### config.mk
export PLATFORM = sky130hd
export DESIGN_NAME = alu8_core
export DESIGN_NICKNAME = d
export VERILOG_FILES = /design/src/rtl/alu8_pkg.sv /design/src/rtl/alu8_addsub.sv /design/src/rtl/alu8_bitops.sv /design/src/rtl/alu8_bcd.sv /design/src/rtl/alu8_core.sv
export SDC_FILE = /design/constraint.sdc
export NUM_CORES = 1
export LEC_CHECK = 0
export BUFFER_PORTS_ARGS = -buffer_cell sky130_fd_sc_hd__buf_2
export CAP_MARGIN = 40
export CORE_MARGIN = 5
export CORE_UTILIZATION = 40
export CTS_CLUSTER_SIZE = 14
export DETAILED_ROUTE_END_ITERATION = 10
export GPL_TIMING_DRIVEN = 0
export PLACE_DENSITY = 0.69
export SYNTH_ARGS = -nofsm -noshare
export SYNTH_HDL_FRONTEND = slang
export SYNTH_HIERARCHICAL = 1
export SYNTH_SLANG_ARGS = --single-unit
### constraint.sdc
create_clock -name clk -period 5.3 [get_ports clk]
set_input_delay 0.53 -clock clk [delete_from_list [all_inputs] [get_ports clk]]
set_output_delay 0.53 -clock clk [all_outputs]
set_load 0.01 [all_outputs]
### src/rtl/alu8_pkg.sv
package alu8_pkg;

    localparam int DATA_W = 8;
    localparam int NIB_W  = DATA_W / 2;
    localparam int OP_W   = 5;

    localparam int FB_S  = 7;
    localparam int FB_Z  = 6;
    localparam int FB_H  = 4;
    localparam int FB_PV = 2;
    localparam int FB_N  = 1;
    localparam int FB_C  = 0;

    localparam logic [DATA_W-1:0] BCD_MAX = 8'h99;
    localparam logic [DATA_W-1:0] FIX_LO  = 8'h06;
    localparam logic [DATA_W-1:0] FIX_HI  = 8'h60;
    localparam logic [NIB_W-1:0]  NIB_MAX = 4'd9;

    typedef logic [DATA_W-1:0] byte_t;

    typedef enum logic [OP_W-1:0] {
        OP_ADD  = 5'd0,
        OP_ADC  = 5'd1,
        OP_SUB  = 5'd2,
        OP_SBC  = 5'd3,
        OP_CMP  = 5'd4,
        OP_NEG  = 5'd5,
        OP_AND  = 5'd6,
        OP_OR   = 5'd7,
        OP_XOR  = 5'd8,
        OP_INC  = 5'd9,
        OP_DEC  = 5'd10,
        OP_RLC  = 5'd11,
        OP_RRC  = 5'd12,
        OP_RL   = 5'd13,
        OP_RR   = 5'd14,
        OP_DAA  = 5'd15,
        OP_CPL  = 5'd16,
        OP_SCF  = 5'd17,
        OP_CCF  = 5'd18
    } alu_op_e;

    // 1 when the byte holds an even number of ones
    function automatic logic even_par(input byte_t v);
        return ~^v;
    endfunction

endpackage

### src/rtl/alu8_addsub.sv
module alu8_addsub
    import alu8_pkg::*;
(
    input  byte_t x,
    input  byte_t y,
    input  logic  cin,
    input  logic  sub,
    output byte_t sum,
    output logic  c_out,
    output logic  h_out,
    output logic  v_out
);

    byte_t             y_eff;
    logic              c_eff;
    logic [DATA_W:0]   full;
    logic [NIB_W:0]    low;

    // Subtraction runs as x + ~y + ~borrow; the carries are inverted back to borrows.
    always_comb begin
        y_eff = sub ? ~y : y;
        c_eff = sub ? ~cin : cin;
        full  = {1'b0, x} + {1'b0, y_eff} + {{DATA_W{1'b0}}, c_eff};
        low   = {1'b0, x[NIB_W-1:0]} + {1'b0, y_eff[NIB_W-1:0]} + {{NIB_W{1'b0}}, c_eff};
        sum   = full[DATA_W-1:0];
        c_out = full[DATA_W] ^ sub;
        h_out = low[NIB_W] ^ sub;
        v_out = (x[DATA_W-1] == y_eff[DATA_W-1]) && (sum[DATA_W-1] != x[DATA_W-1]);
    end

endmodule

### src/rtl/alu8_bitops.sv
module alu8_bitops
    import alu8_pkg::*;
(
    input  logic [OP_W-1:0] op,
    input  byte_t           a,
    input  byte_t           b,
    input  logic            c_in,
    output byte_t           logic_res,
    output byte_t           rot_res,
    output logic            rot_c
);

    always_comb begin
        unique case (op)
            OP_AND:  logic_res = a & b;
            OP_OR:   logic_res = a | b;
            default: logic_res = a ^ b;
        endcase
    end

    always_comb begin
        unique case (op)
            OP_RLC: begin
                rot_res = {a[DATA_W-2:0], a[DATA_W-1]};
                rot_c   = a[DATA_W-1];
            end
            OP_RRC: begin
                rot_res = {a[0], a[DATA_W-1:1]};
                rot_c   = a[0];
            end
            OP_RL: begin
                rot_res = {a[DATA_W-2:0], c_in};
                rot_c   = a[DATA_W-1];
            end
            default: begin
                rot_res = {c_in, a[DATA_W-1:1]};
                rot_c   = a[0];
            end
        endcase
    end

endmodule

### src/rtl/alu8_bcd.sv
module alu8_bcd
    import alu8_pkg::*;
(
    input  byte_t a,
    input  logic  h_in,
    input  logic  n_in,
    input  logic  c_in,
    output byte_t res,
    output logic  h_out,
    output logic  c_out
);

    logic  fix_lo;
    logic  fix_hi;
    byte_t corr;
    logic  unused_c;
    logic  unused_v;

    always_comb begin
        fix_lo = (a[NIB_W-1:0] > NIB_MAX) || h_in;
        fix_hi = (a > BCD_MAX) || c_in;
        corr   = (fix_lo ? FIX_LO : '0) | (fix_hi ? FIX_HI : '0);
        c_out  = fix_hi;
    end

    // The half-carry is that of the correction step itself.
    alu8_addsub u_fix (
        .x     (a),
        .y     (corr),
        .cin   (1'b0),
        .sub   (n_in),
        .sum   (res),
        .c_out (unused_c),
        .h_out (h_out),
        .v_out (unused_v)
    );

endmodule

### src/rtl/alu8_core.sv
module alu8_core
    import alu8_pkg::*;
#(
    parameter bit REG_FLAGS = 1'b1
) (
    input  logic             clk,
    input  logic             rst_n,
    input  logic [OP_W-1:0]  op,
    input  logic [DATA_W-1:0] acc,
    input  logic [DATA_W-1:0] operand,
    input  logic [DATA_W-1:0] flags_in,
    output logic [DATA_W-1:0] result,
    output logic [DATA_W-1:0] flags_out
);

    byte_t ax, ay, sum;
    logic  acin, asub, ac, ah, av;
    byte_t logic_res, rot_res, bcd_res;
    logic  rot_c, bcd_h, bcd_c;
    byte_t nf;

    // Operand steering for the shared adder
    always_comb begin
        ax   = acc;
        ay   = operand;
        acin = 1'b0;
        asub = 1'b0;
        unique case (op)
            OP_ADC:         acin = flags_in[FB_C];
            OP_SUB, OP_CMP: asub = 1'b1;
            OP_SBC: begin
                asub = 1'b1;
                acin = flags_in[FB_C];
            end
            OP_NEG: begin
                ax   = '0;
                ay   = acc;
                asub = 1'b1;
            end
            OP_INC:         ay = byte_t'(1);
            OP_DEC: begin
                ay   = byte_t'(1);
                asub = 1'b1;
            end
            default: ;
        endcase
    end

    alu8_addsub u_addsub (
        .x     (ax),
        .y     (ay),
        .cin   (acin),
        .sub   (asub),
        .sum   (sum),
        .c_out (ac),
        .h_out (ah),
        .v_out (av)
    );

    alu8_bitops u_bitops (
        .op        (op),
        .a         (acc),
        .b         (operand),
        .c_in      (flags_in[FB_C]),
        .logic_res (logic_res),
        .rot_res   (rot_res),
        .rot_c     (rot_c)
    );

    alu8_bcd u_bcd (
        .a     (acc),
        .h_in  (flags_in[FB_H]),
        .n_in  (flags_in[FB_N]),
        .c_in  (flags_in[FB_C]),
        .res   (bcd_res),
        .h_out (bcd_h),
        .c_out (bcd_c)
    );

    // Result and next-flag selection
    always_comb begin
        result = acc;
        nf     = flags_in;
        unique case (op)
            OP_ADD, OP_ADC, OP_SUB, OP_SBC, OP_NEG, OP_CMP, OP_INC, OP_DEC: begin
                if (op != OP_CMP) result = sum;
                nf[FB_S]  = sum[DATA_W-1];
                nf[FB_Z]  = (sum == '0);
                nf[FB_H]  = ah;
                nf[FB_PV] = av;
                nf[FB_N]  = asub;
                if (op != OP_INC && op != OP_DEC) nf[FB_C] = ac;
            end
            OP_AND, OP_OR, OP_XOR: begin
                result    = logic_res;
                nf[FB_S]  = logic_res[DATA_W-1];
                nf[FB_Z]  = (logic_res == '0);
                nf[FB_H]  = (op == OP_AND);
                nf[FB_PV] = even_par(logic_res);
                nf[FB_N]  = 1'b0;
                nf[FB_C]  = 1'b0;
            end
            OP_RLC, OP_RRC, OP_RL, OP_RR: begin
                result   = rot_res;
                nf[FB_H] = 1'b0;
                nf[FB_N] = 1'b0;
                nf[FB_C] = rot_c;
            end
            OP_DAA: begin
                result    = bcd_res;
                nf[FB_S]  = bcd_res[DATA_W-1];
                nf[FB_Z]  = (bcd_res == '0);
                nf[FB_H]  = bcd_h;
                nf[FB_PV] = even_par(bcd_res);
                nf[FB_C]  = bcd_c;
            end
            OP_CPL: begin
                result   = ~acc;
                nf[FB_H] = 1'b1;
                nf[FB_N] = 1'b1;
            end
            OP_SCF: begin
                nf[FB_C] = 1'b1;
                nf[FB_H] = 1'b0;
                nf[FB_N] = 1'b0;
            end
            OP_CCF: begin
                nf[FB_C] = ~flags_in[FB_C];
                nf[FB_N] = 1'b0;
            end
            default: ;
        endcase
    end

    generate
        if (REG_FLAGS) begin : g_flag_reg
            byte_t flag_q;
            always_ff @(posedge clk or negedge rst_n) begin
                if (!rst_n) flag_q <= '0;
                else        flag_q <= nf;
            end
            assign flags_out = flag_q;
        end else begin : g_flag_comb
            assign flags_out = nf;
        end
    endgenerate

endmodule

==> run metrics, run 1 <==
cts hold-fix bufs=0; global route overflow=0; RSZ-0062 raised after global routing=false; CP cell instances=buf_2 -> buf_2 -> buf_2 -> buf_1 -> nor2_1 -> buf_2 -> xor2_1 -> fa_1 -> fa_1 -> a211oi_1 -> o21bai_1 -> a21oi_1 -> xnor2_1 -> inv_1 -> a211oi_1 -> a2111o_1 -> buf_2; Tot Pwr=0.0006085 W; Final Worst Setup Slack=between 300 and 400 ps; Syn Inst Count=392; Clock transition at path regs=approximately 40 ps; initial antenna violation count=0; maximum vdd drop=0.1484 mV; fin crit share=a little over 90%; WS Path Type=primary input to primary output; post-synthesis cell area=~3000 um^2; first-pass GRT wire length=14710 um; drt pass-1 iters=5; post-CTS setup buffer count=0; Root Driver=clkbuf_8; CP Data Arrival Time=around 4400 ps; Nets=520; Top Family by Delay on Critical Path=buffers and inverters; Syn Area/Cell=about 7.7 um^2; CP Max Fanout=10; LEAKAGE=about 1.7 nW; CP max stage cell=fa_1; gpl congestion=just over 0.9; Resize count post-CTS=0; routed length per instance=between 15 and 20 um; fmax=approximately 200 MHz; H-tree levels=1; Detail Placement HPWL=around 7300 um; drt initial violations=263; Post-Route WL=just under 9000 um; final hold vios=0; power per cell area=178.1 nW/um^2; area delta synth->final=13.89%; vias per std cell=around 5.6; share of cells above drive strength 1=20.00%; Setup crit start kind=primary input; vias in the first global route=between 3000 and 4000; final setup vio count=0; core area=7292 um^2; Buf+Inv Stages, Crit Path=7; port bufs=46; WP data required=~4800 ps; Num CTS Buffers=3; Starting Density=between 40% and 50%; worst slew pin tran=925.6 ps; CP Capture Type=primary output; largest net degree at the start of global routing=13; most frequent cells in the layout=buf_2 (59), inv_1 (47), ha_1 (38); status=finished, final reports clean; Critical Path Max Stage Delay=about 450 ps; most common cell after layout, fill and taps aside=buf_2; Hold WC Path Type=primary input to asynchronous set/reset pin; Post-DRT Antenna Nets=0; DRC=0; Total Die Area=9333 um^2; YS warnings=6; Slew Limit Fails=0; Max-slew headroom=a little under two fifths; CTS Buffer Depth=2; clock sink total=8; GRT Total Usage=approximately 18%; Final min period=4950 ps; Post-Place Worst Slack=about 340 ps; die span in y=96.61 um; # Max-Cap Violations=0; CTS tree=yes; Top Ports=47; final core occ=between 40% and 50%; detailed-route via count=~3100; die width=slightly below 100 um; Hold WS=137.7 ps; max FFs per register=8; number of diodes=0; row cnt=31; setup TNS=0 ps; Top cell by count, worst path=buf_2
cell type report:
class | instances | area (um^2)
tap | 99 | 123.9
buffer | 21 | 117.6
clock buffer | 3 | 41.29
fill | 757 | 3875
multi-input combinational | 319 | 2524
sequential | 8 | 200.2
inverter | 48 | 180.2
timing repair buffer | 46 | 230.2
metal layers:
metal	vias up	GRT usage, %	share of wire (%)	routed length [um]
li1	1509	-	-	-
met1	1412	24.54	45	3960
met2	123	31.85	48	4255
met3	16	1.655	5.9	525
met4	0	4.536	1.4	121
met5	-	0	0	0
stage by stage:
step	instances	area, um^2
finish	544	3417
global route	544	3417
CTS	544	3411
detailed placement	541	3369
global placement	541	3369
floorplan	396	3015
worst max path at each step:
| stage | end | from | depth (start not counted) |
|---|---|---|---|
| global route | result[6] | op[0] | 18 |
| finish | result[6] | op[4] | 17 |
| floorplan | result[6] | op[4] | 15 |
| global placement | result[6] | op[1] | 17 |
| detailed placement | result[6] | op[1] | 17 |
| CTS | result[6] | op[1] | 17 |
power by group:
part,switching [W],total (W),leakage [nW],internal (W)
logic,0.000267,0.000470,1.57,0.000203
registers,0.00000146,0.0000701,0.0956,0.0000686
clock network,0.0000195,0.0000683,0.0216,0.0000488
total,0.000288,0.000608,1.69,0.000321
(Power assumes the default switching activity.)
==> inputs of run 2 (changes only) <==
BUFFER_PORTS_ARGS = unset   (was -buffer_cell sky130_fd_sc_hd__buf_2)
CORE_MARGIN = unset   (was 5)
DONT_BUFFER_PORTS = 1   (was unset)
PLACE_DENSITY = 0.63   (was 0.69)
==> run 2 against run 1 <==
Net effect:
- maximum frequency grew 3.0%
- sequential power up 6.8%
- combinational power down 11%
- sequential cell count did not move
- worst setup slack improved by 150 ps
- power is 7.4% lower
- hold slack better by 200 ps
- critical endpoint unchanged
- routed wire length fell by 2.6%
==> run metrics, run 2 (synthesis gave the netlist of run 1 again) <==
Root Driver=clkbuf_8; largest net degree at the start of global routing=13 (unchanged); Post-DRT Antenna Nets=0 (unchanged); # Max-Cap Violations=0 (unchanged); post-CTS setup buffer count=0 (unchanged); Psw=0.0002598 W (-9.7%); Sequential Power Share=13.3% (+1.8 points); CP Capture Type=primary output; Top Ports=47 (unchanged); Critical Path Start=op[3]; Critical Path Max Stage Delay=500 ps (+50 ps); GRT Total Usage=22.39% (+4.0 points); die width=88.61 um (-8.3%); Total Die Area=7851 um^2 (-16%); met1 Usage GRT=29.62% (+5.1 points); Nets=475 (-8.7%); Post-Route WL=8629 um (-2.6%); Setup crit start kind=primary input; WP data required=4770 ps (about the same); drt initial violations=189 (-28%); most common cell after layout, fill and taps aside=inv_1; Num CTS Buffers=3 (unchanged); CTS tree=yes; Resize count post-CTS=0 (unchanged); Buf+Inv Stages, Crit Path=2 (-5); Critical Path Sink=result[6]; first-pass GRT wire length=13570 um (-7.8%); Starting Density=41.37% (+0.22 points); cts hold-fix bufs=1 (+1); Tot Pwr=0.0005633 W (-7.4%); gpl congestion=0.9088 (-1.1%); internal power=0.0003035 W (-5.4%); met2 Usage GRT=38.11% (+6.3 points); DRC=0 (unchanged); CTS Buffer Depth=2 (unchanged); RSZ-0062 raised after global routing=false; global route overflow=0 (unchanged); maximum vdd drop=0.2051 mV (+38%); Sw Share=46.13% (-1.2 points); fmax=208.1 MHz (+3.0%); number of diodes=0 (unchanged); Hold WC Path Type=primary input to register; Slew Limit Fails=0 (unchanged); fin crit share=90.65% (-2.8 points); LEAKAGE=1.505 nW (-11%); CP max stage cell=nor3_2; max FFs per register=8 (unchanged); port bufs=0 (-100%); Top Family by Delay on Critical Path=compound AO/OA/AOI/OAI gates; clock network power share=12.2% (+1.0 points); GR peak layer=met2; vias in the first global route=2717 (-10%); CP Max Fanout=10 (unchanged); final setup vio count=0 (unchanged); Fillers=774 (+2.2%); clock sink total=8 (unchanged); worst slew pin tran=787.8 ps (-137.9 ps); Detail Placement HPWL=7108 um (-3.2%); area delta synth->final=6.339%; final core occ=43.99% (-2.9 points); Clock transition at path regs=40 ps (about the same); row cnt=31 (unchanged); status=finished, final reports clean; H-tree levels=1 (unchanged); met3 usage=2.705% (+1.1 points); initial antenna violation count=0 (unchanged); CP Data Arrival Time=4270 ps (-150 ps); WS Path Type=primary input to primary output; share of cells above drive strength 1=10.75% (-9.3 points); design area=3191 um^2 (-6.6%); power per cell area=176.6 nW/um^2 (-0.85%); DP Area=3139 um^2 (-6.8%); final hold vios=0 (unchanged); Final min period=4805 ps (-145.8 ps); core area=7253 um^2 (-0.53%); Worst path depth=15 (-2); routed length per instance=17.29 um (+6.2%); detailed-route via count=2917 (-4.7%); setup TNS=0 ps (unchanged); Max-slew headroom=47.04% (+9.3 points); combinational fraction of design power=74.5% (-2.8 points); drt pass-1 iters=5 (unchanged); CP cell instances=nand2b_1 -> nor3_2 -> buf_2 -> mux2i_1 -> nand2_1 -> xor2_1 -> fa_1 -> fa_1 -> a211oi_1 -> o21bai_1 -> a21oi_1 -> xnor2_1 -> inv_1 -> a211oi_1 -> a2111o_1; die span in y=88.61 um (-8.3%); most frequent cells in the layout=inv_1 (47), ha_1 (38), nand2_1 (28); vias per std cell=5.846 (+3.9%)
-- run 2: cell type report --
class | count | area, um^2 | area share (%)
buffer | 21 | 117.6 | 3.686
clock buffer | 3 | 41.29 | 1.294
inverter | 48 | 180.2 | 5.647
multi-input combinational | 319 | 2517 | 78.90
sequential | 8 | 200.2 | 6.275
tap | 99 | 123.9 | 3.882
timing repair buffer | 1 | 10.01 | 0.3137
-- run 2: metal layers --
layer / part of all wire, % / vias up / wire [um]
met5: 0 / - / 0
met1: 44 / 1369 / 3839
met4: 2.1 / 0 / 184
met3: 7.0 / 20 / 600
li1: - / 1418 / -
met2: 46 / 110 / 4006
-- run 2: how the worst min path moves through the flow --
stage               cells past startpoint  slack [ps]   startpoint            to
detailed placement                      0         230        rst_n  flags_out[1]
floorplan                               0         230        rst_n  flags_out[0]
finish                                  0         340  flags_in[5]  flags_out[5]
global route                            0         330  flags_in[5]  flags_out[5]
CTS                                     0         330  flags_in[5]  flags_out[5]
global placement                        0         230        rst_n  flags_out[1]
-- run 2: power by group through the flow --
stage / registers [W] / logic, W / clock network [W]
floorplan: 0.0000754 / 0.000339 / 0
global route: 0.0000766 / 0.000468 / 0.0000753
CTS: 0.0000752 / 0.000417 / 0.0000715
finish: 0.0000749 / 0.000419 / 0.0000689
global placement: 0.0000756 / 0.000407 / 0
detailed placement: 0.0000760 / 0.000413 / 0
-- run 2: metrics by stage --
step | setup WS [ps] | hold WS (ps) | cells
global placement | 560.7 | 234.5 | 495
floorplan | 1170 | 234.4 | 396
CTS | 530.4 | 329.3 | 499
detailed placement | 537.6 | 234.6 | 495
finish | 495.5 | 335.7 | 499
global route | 142.0 | 325.5 | 499
